===== config.mk =====
export PLATFORM = sky130hd
export DESIGN_NAME = evc_top
export DESIGN_NICKNAME = d
export VERILOG_FILES = /design/src/rtl/evc_pkg.sv /design/src/rtl/evc_sync_edge.sv /design/src/rtl/evc_tick_gen.sv /design/src/rtl/evc_updn_core.sv /design/src/rtl/evc_top.sv
export SDC_FILE = /design/constraint.sdc
export NUM_CORES = 1
export LEC_CHECK = 0
export BUFFER_PORTS_ARGS = -buffer_cell sky130_fd_sc_hd__buf_2
export CAP_MARGIN = 20
export CORE_MARGIN = 2
export CORE_UTILIZATION = 42
export CTS_CLUSTER_SIZE = 14
export DETAILED_ROUTE_END_ITERATION = 10
export PLACE_DENSITY = 0.62
export SETUP_SLACK_MARGIN = 0.1
export SLEW_MARGIN = 20
export SYNTH_ARGS = -nofsm -noshare
export SYNTH_HDL_FRONTEND = slang
export SYNTH_SLANG_ARGS = --single-unit

===== constraint.sdc =====
create_clock -name clk -period 3.1 [get_ports clk]
set_input_delay 0.465 -clock clk [delete_from_list [all_inputs] [get_ports clk]]
set_output_delay 0.465 -clock clk [all_outputs]
set_load 0.02 [all_outputs]

===== src/rtl/evc_pkg.sv =====
package evc_pkg;
  localparam int unsigned CNT_W = 8;
  typedef logic [CNT_W-1:0] count_t;

  typedef enum logic [1:0] {
    MODE_HOLD   = 2'b00,
    MODE_DEC    = 2'b01,
    MODE_INC    = 2'b10,
    MODE_FREEZE = 2'b11
  } mode_e;

  // Next count for a given mode; wraps naturally in CNT_W bits.
  function automatic count_t evc_next(input count_t cur, input mode_e m);
    case (m)
      MODE_INC: return cur + count_t'(1);
      MODE_DEC: return cur - count_t'(1);
      default:  return cur;
    endcase
  endfunction
endpackage


===== src/rtl/evc_sync_edge.sv =====
module evc_sync_edge #(
  parameter int unsigned STAGES = 2
) (
  input  logic clk,
  input  logic rst_n,
  input  logic din,
  output logic rise_o
);
  logic [STAGES-1:0] sync_q;
  logic              prev_q;

  always_ff @(posedge clk) begin
    if (!rst_n) sync_q[0] <= 1'b0;
    else        sync_q[0] <= din;
  end

  for (genvar i = 1; i < STAGES; i++) begin : g_stage
    always_ff @(posedge clk) begin
      if (!rst_n) sync_q[i] <= 1'b0;
      else        sync_q[i] <= sync_q[i-1];
    end
  end

  always_ff @(posedge clk) begin
    if (!rst_n) prev_q <= 1'b0;
    else        prev_q <= sync_q[STAGES-1];
  end

  assign rise_o = sync_q[STAGES-1] & ~prev_q;
endmodule


===== src/rtl/evc_tick_gen.sv =====
module evc_tick_gen #(
  parameter int unsigned TICK_DIV = 100_000_000
) (
  input  logic clk,
  input  logic rst_n,
  output logic tick_o
);
  localparam int unsigned TW = (TICK_DIV > 2) ? $clog2(TICK_DIV) : 1;
  localparam logic [TW-1:0] LAST = TW'(TICK_DIV - 1);

  logic [TW-1:0] div_q;

  assign tick_o = (div_q == LAST);

  always_ff @(posedge clk) begin
    if (!rst_n)      div_q <= '0;
    else if (tick_o) div_q <= '0;
    else             div_q <= div_q + TW'(1);
  end
endmodule


===== src/rtl/evc_updn_core.sv =====
module evc_updn_core
  import evc_pkg::*;
(
  input  logic   clk,
  input  logic   rst_n,
  input  logic   up_req,
  input  logic   dn_req,
  output mode_e  mode_o,
  output count_t count_o
);
  count_t cnt_q;

  assign mode_o  = mode_e'({up_req, dn_req});
  assign count_o = cnt_q;

  always_ff @(posedge clk) begin
    if (!rst_n) cnt_q <= '0;
    else        cnt_q <= evc_next(cnt_q, mode_o);
  end
endmodule


===== src/rtl/evc_top.sv =====
module evc_top
  import evc_pkg::*;
#(
  parameter int unsigned SYNC_STAGES = 2,
  parameter int unsigned TICK_DIV    = 100_000_000
) (
  input  logic             clk,
  input  logic             rst_n,
  input  logic             step_btn,
  input  logic             auto_sel,
  input  logic             dir_sw,
  output logic [CNT_W-1:0] count_o
);
  logic  btn_rise;
  logic  tick;
  logic  step_en;
  logic  up_req;
  logic  dn_req;
  mode_e mode;

  evc_sync_edge #(.STAGES(SYNC_STAGES)) u_edge (
    .clk(clk), .rst_n(rst_n), .din(step_btn), .rise_o(btn_rise)
  );

  evc_tick_gen #(.TICK_DIV(TICK_DIV)) u_tick (
    .clk(clk), .rst_n(rst_n), .tick_o(tick)
  );

  assign step_en = auto_sel ? tick : btn_rise;
  assign up_req  = step_en &  dir_sw;
  assign dn_req  = step_en & ~dir_sw;

  evc_updn_core u_core (
    .clk(clk), .rst_n(rst_n), .up_req(up_req), .dn_req(dn_req),
    .mode_o(mode), .count_o(count_o)
  );
endmodule


---- Word level (Yosys, flattened, before mapping) ----
Index checks and enable logic that the tools add are counted.
storage, ports and cells
  register bits ........................... 38
  output and inout port bits .............. 8
operators by class
  add/sub/neg operators ................... 3
  eq/ne operators ......................... 3
  muxes and demuxes ....................... 2
  bitwise gates (word level) .............. 6
  reduce and logical (&&, ||, !) cells .... 2
operator list
  kind                                              count
  adder 27 x 1 -> 27 bit, second input constant     1
  == test 27 bit, second input constant             1
  case mux 8 bit (2 select lines)                   1
  adder 8 x 1 -> 8 bit, second input constant       1
  subtractor 8 x 1 -> 8 bit, second input constant  1
  AND 1 bit                                         3
  NOT 1 bit                                         3
  == test 2 x 1 -> 1 bit, second input constant     1
  == test 2 bit, second input constant              1
  nonzero test 2 bit                                1
  OR reduction 2 bit                                1
  two-way mux 1 bit                                 1

---- Depth between registers and ports, before layout ----
  word-level depth ........................ 6
  depth in mapped cells ................... 13
  depth with buffers taken out ............ 12

---- Modules after synthesis ----
From an unflattened synthesis, not the netlist that was laid out.
unflattened totals
  cell total of the unflattened synthesis .. 251
  area total of the unflattened synthesis .. 2,194.6 µm²
modules (own cells, without submodules)
  module         times used  cells each  area each (µm²)  seq. area each (µm²)
  evc_tick_gen   1           154         1,355.0          540.5
  evc_updn_core  1           87          726.9            160.2
  evc_sync_edge  1           7           92.6             60.1
  evc_top        1           3           20.0             0.0

---- Worst setup path after synthesis ----
OpenSTA, ideal clock, no wires.
  kind .................................... reg2reg
  from .................................... reg u_tick.div_q[0]
  to ...................................... reg u_core.cnt_q[6], in the netlist u_core.count_o[6]
  arrival ................................. 3.209 ns
  data required time ...................... 3.030 ns
  path slack .............................. -0.178 ns
  cell stages (with the launch flop) ...... 14
  clock period less this slack ............ 3.278 ns
  path through ............................ dfxtp_1 ha_1 nand4_4 nor4_1 a21oi_2 buf_6 or2_1 inv_1 ha_1 nor2b_1 o31a_1 or4b_1 a31o_2 a21boi_1
between the ends
  longest elaborated chain between the ends .. 5
  elaborated cells on any way between the ends .. 8
  those cells by class .................... eq/ne (3); mux (2); bitwise (2); reduce/logical (1)
ends and longest elaborated chain
  element                                                                line                          source
  start, declared                                                        evc_tick_gen.sv:11            logic [TW-1:0] div_q;
  start signal, assigned                                                 evc_tick_gen.sv:18            else div_q <= div_q + TW'(1);
  == test 27 bit (*)                                                     evc_tick_gen.sv:13            assign tick_o = (div_q == LAST);
  two-way mux 1 bit (*)                                                  evc_top.sv:29                 assign step_en = auto_sel ? tick : btn_rise;
  AND 1 bit (on tied branches)                                           evc_top.sv:31, evc_top.sv:30
  == test 2 x 1 -> 1 bit or == test 2 bit (tied branches)                evc_pkg.sv:14                 case (m)
  case mux 8 bit (2 select lines) or nonzero test 2 bit (tied branches)  --
  end signal, assigned                                                   evc_updn_core.sv:18           else cnt_q <= evc_next(cnt_q, mode_o);
  end, declared                                                          evc_updn_core.sv:11           count_t cnt_q;
Every way passes the cells marked *; elsewhere a longest branch is shown, timed or not.
A chain may end at the register's enable or synchronous reset.

---- Worst setup path after layout ----
  from .................................... reg u_tick.div_q[11]
  to ...................................... reg u_core.cnt_q[6], in the netlist u_core.count_o[6]
The elaborated chain is that of the path after synthesis.

==> results <==
- The combined area of all synthesized cells is 2040 um2.
- The total number of H-tree levels is 2.
- The share of the yosys chip area belonging to registers is 37.4%.
- The maximum number of pins on one net before global-route repair is 16.
- The number of enable flip-flop cells after synthesis is 0.
- For the final database, setup skew stands at 0.00697 ns.
- The floorplan has 25 rows.
- The fraction of final layout cells sized beyond drive strength 1 is 24.8%.
- The fraction of the cycle the final worst path needs is 95.8%.
- The critical path is of the reg -> reg type.
- Summed over all layers, the global routing overflow is 0.
- The worst reg-to-reg setup slack is 0.13 ns.
- Sorting the synthesized cells by area gives the leading types as dfxtp_1 (37%), xnor2_1 (9.9%), nor2_1 (5.9%), ha_1 (4.3%), nor3_2 (3.9%).
- Before antenna repair, the detailed router went through 4 iterations.
- The starting utilization of the core area is 43.4%.
- Clock-pin slew was measured on the worst setup and hold paths at 0.08 ns.
- In the global route stage, overall resource usage came out at 16.2%.
- The tree is rooted in a clkbuf_8.
- Once routing completed, OpenROAD measured the worst setup slack at 0.131 ns.
- After legalization and detailed placement, the total HPWL measured 2890 um.
- STA puts the critical path data required time at 3.32 ns.
- The flow ran to the end, and the final reports show no timing, DRC or antenna violations.
- The mean area per synthesized cell is 9.05 um2.
- The startpoint of the lowest-slack register-to-register path is u_tick.div_q[11].
- Relative to the synthesized area, the layout overhead comes to 16.3%.
- The total negative setup slack is 0 ns.
- In this run the most critical hold path is launched from step_btn.
- The routed layout has 1590 vias.
- The number of antenna diodes in the final layout is 0.
- Once detail routing completed, the nets flagged for antenna violations numbered 0.
- The final wirelength is 3900 um.
- The unique cell type count in the Yosys netlist is 48.
- The number of buffers on the longest clock path is 2.
- The sort of element at the start of the critical path is a register.
- The final hold violation count is 0.
- For the pin with the worst max-slew slack, the measured transition is 0.571 ns.
- The placement-stage worst setup slack is 0.117 ns.
- The leakage power total is 0.876 nW.
- The path category of the worst min-delay check is in -> reg.
- The count of hold buffers inserted by post-cts repair is 0.
- After technology mapping, the gate count stands at 225.
- The number of design rule violations left after detail routing is 0.
- During synthesis, Yosys emitted a total of 0 warnings.
- The number of buffers inserted by post-CTS setup repair is 0.
- In the routed layout, each cell is associated on average with a via count of 5.23.
- The congestion estimate from routability-driven global placement came to 0.824.
- The die covers 5420 um2.
- Across the VDD grid, the largest voltage drop is 0.000313 V.
- The maximum fanout along the worst path is 6.
- Among all flip-flop cells after synthesis, the most frequent one is dfxtp_1.
- The maximum clock frequency is 0.337 GHz.
- Measured against its own limit, the worst slew margin works out to 61.8%.
- The TritonCTS clock tree is yes.
- The area of the core region is 4690 um2.
- The max-slew violation count was 0.
- The clock reaches the later pin of the worst-skew pair after 0.29 ns.
- The number of failing setup endpoints in the final timing report is 0.
- The flop and latch count out of synthesis is 38.
- In the final routed layout, each cell accounts on average for 12.8 um.
- The share of the synthesized area in the top cell type is 37.4%.
- CTS saw 38 sinks.
- Measured along the x axis, the die boundary spans 73.6 um.
- The library cell occupying the most area in the post-synthesis netlist is dfxtp_1.
- For this design the ratio of total power to cell area is 374 nW/um2.
- For hold timing, the worst endpoint is u_edge.sync_q[0].
- The capture point of the worst reg-to-reg path is u_core.count_o[6].
- The via count of the first global-routing pass was 1465.
- The I/O pin count is 13.
- The async set or reset register ratio after synthesis is 0%.
- The worst setup path is captured at a register.
- The die outline height is 73.6 um.
- The final-stage net count is 262.
- The initial antenna violation count is 0.
- The number of stages on the worst hold path is 2.
- The number of nets handed over by synthesis was 238.
- The worst path in the final design needs a cycle of 2.97 ns, including I/O delays and setup.
- Setup repair after global routing could not meet its margin everywhere.
- The max capacitance violation total is 0.
- TritonCTS created 5 clock buffers.
- The number of I/O port buffers is 12.
- The arrival time reported for the critical path endpoint is 3.19 ns.
- The depth of the worst register-to-register path is 11.
- After the first detailed-routing iteration, the DRC count stood at 27.
- The wire length of the first global-routing pass is 6700 um.
[repair_timing]
| action | CTS | global route |
|---|---|---|
| pin swaps | 1 | 0 |
| setup endpoints to repair | 1 | 2 |
| gates cloned | 0 | 0 |
| resized for setup | 2 | 6 |
[layout by cell type, fill, tap and decap left out, types with 6 or more instances in the layout]
| master | n |
|---|---|
| o21ai_0 | 6 |
| inv_1 | 7 |
| dfxtp_1 | 36 |
| nor2_1 | 32 |
| nand3_1 | 10 |
| clkbuf_8 | 6 |
| xnor2_1 | 23 |
| nor3_2 | 7 |
| nand2_1 | 13 |
| buf_4 | 12 |
| buf_2 | 12 |
[Yosys cell counts, drive strengths merged (6+ instances only)]
cell type,instances
dfxtp,38
nor2,34
xnor2,23
nand2,13
nor3,13
nand3,10
inv,8
ha,7
o21ai,7
nand4,6
[worst max-delay path by stage]
stage	from	slack, ns	depth (start not counted)	end
after detailed placement	u_tick.div_q[25]	0.12	11	u_core.count_o[6]
after floorplan	u_tick.div_q[25]	0.07	12	u_core.count_o[6]
after global routing	u_tick.div_q[9]	-0.02	11	u_core.count_o[6]
after global placement	u_tick.div_q[25]	0.15	11	u_core.count_o[6]
final	u_tick.div_q[11]	0.13	11	u_core.count_o[6]
after CTS	u_tick.div_q[11]	0.10	11	u_core.count_o[6]
[through the flow]
| step | cell area (um2) | power [mW] | cells | utilization [%] | hold WS [ns] |
|---|---|---|---|---|---|
| final | 2370 | 0.885 | 304 | 50.5 | 0.380 |
| after global placement | 2240 | 0.547 | 296 | 47.7 | 0.421 |
| after detailed placement | 2240 | 0.548 | 296 | 47.7 | 0.421 |
| after floorplan | 2070 | 0.535 | 225 | - | 0.412 |
| after CTS | 2340 | 0.902 | 304 | 49.9 | 0.374 |
| after global routing | 2370 | 0.926 | 304 | 50.5 | 0.395 |
[layer usage]
layer,track usage [%],up-vias,wire length [um]
li1,-,824,-
met1,20.2,742,1910
met2,26.0,16,1790
met3,4.66,8,96
met4,6.87,0,98
met5,0,-,0
[state kept, by name, indices dropped and copies added, names as in the netlist]
signal,count
u_edge.sync_q,2
u_edge.prev_q,1
u_tick.div_q,27
u_core.count_o,8
[layout make-up]
type	count	area, um2
Fill cell	464	2320
Multi-Input combinational cell	172	1260
Clock inverter	2	12.5
Inverter	8	35.0
Tap cell	54	67.6
Clock buffer	6	82.6
Timing Repair Buffer	24	150
Sequential cell	38	763
[report_power, final]
group          internal [mW]  total [mW]  switching (mW)
Clock                  0.179       0.348           0.170
Combinational         0.0164      0.0382          0.0218
Sequential             0.494       0.499         0.00505
Total                  0.689       0.885           0.197
[critical path, stage by stage, from the launching register on]
cell and delay [ns]:
dfxtp_2 0.34, or4b_4 0.55, nor3_4 0.17, a21oi_2 0.08
or2_4 0.26, inv_6 0.08, ha_4 0.21, nor2b_1 0.14
o31a_1 0.26, or4b_1 0.46, a31o_2 0.25, a21boi_2 0.11
[logic make-up (layout without fill, tap and decap cells)]
logic type,count (synthesis),after routing,synth area share (%)
fa+ha+maj,8,8,5.29
buf+inv,15,40,3.63
flops,38,38,37.4
mux,5,5,2.46
compound gates,21,21,6.64
xor+xnor,28,28,12.0
simple gates,110,110,32.6
No activity file was read; power rests on OpenSTA's default activity.
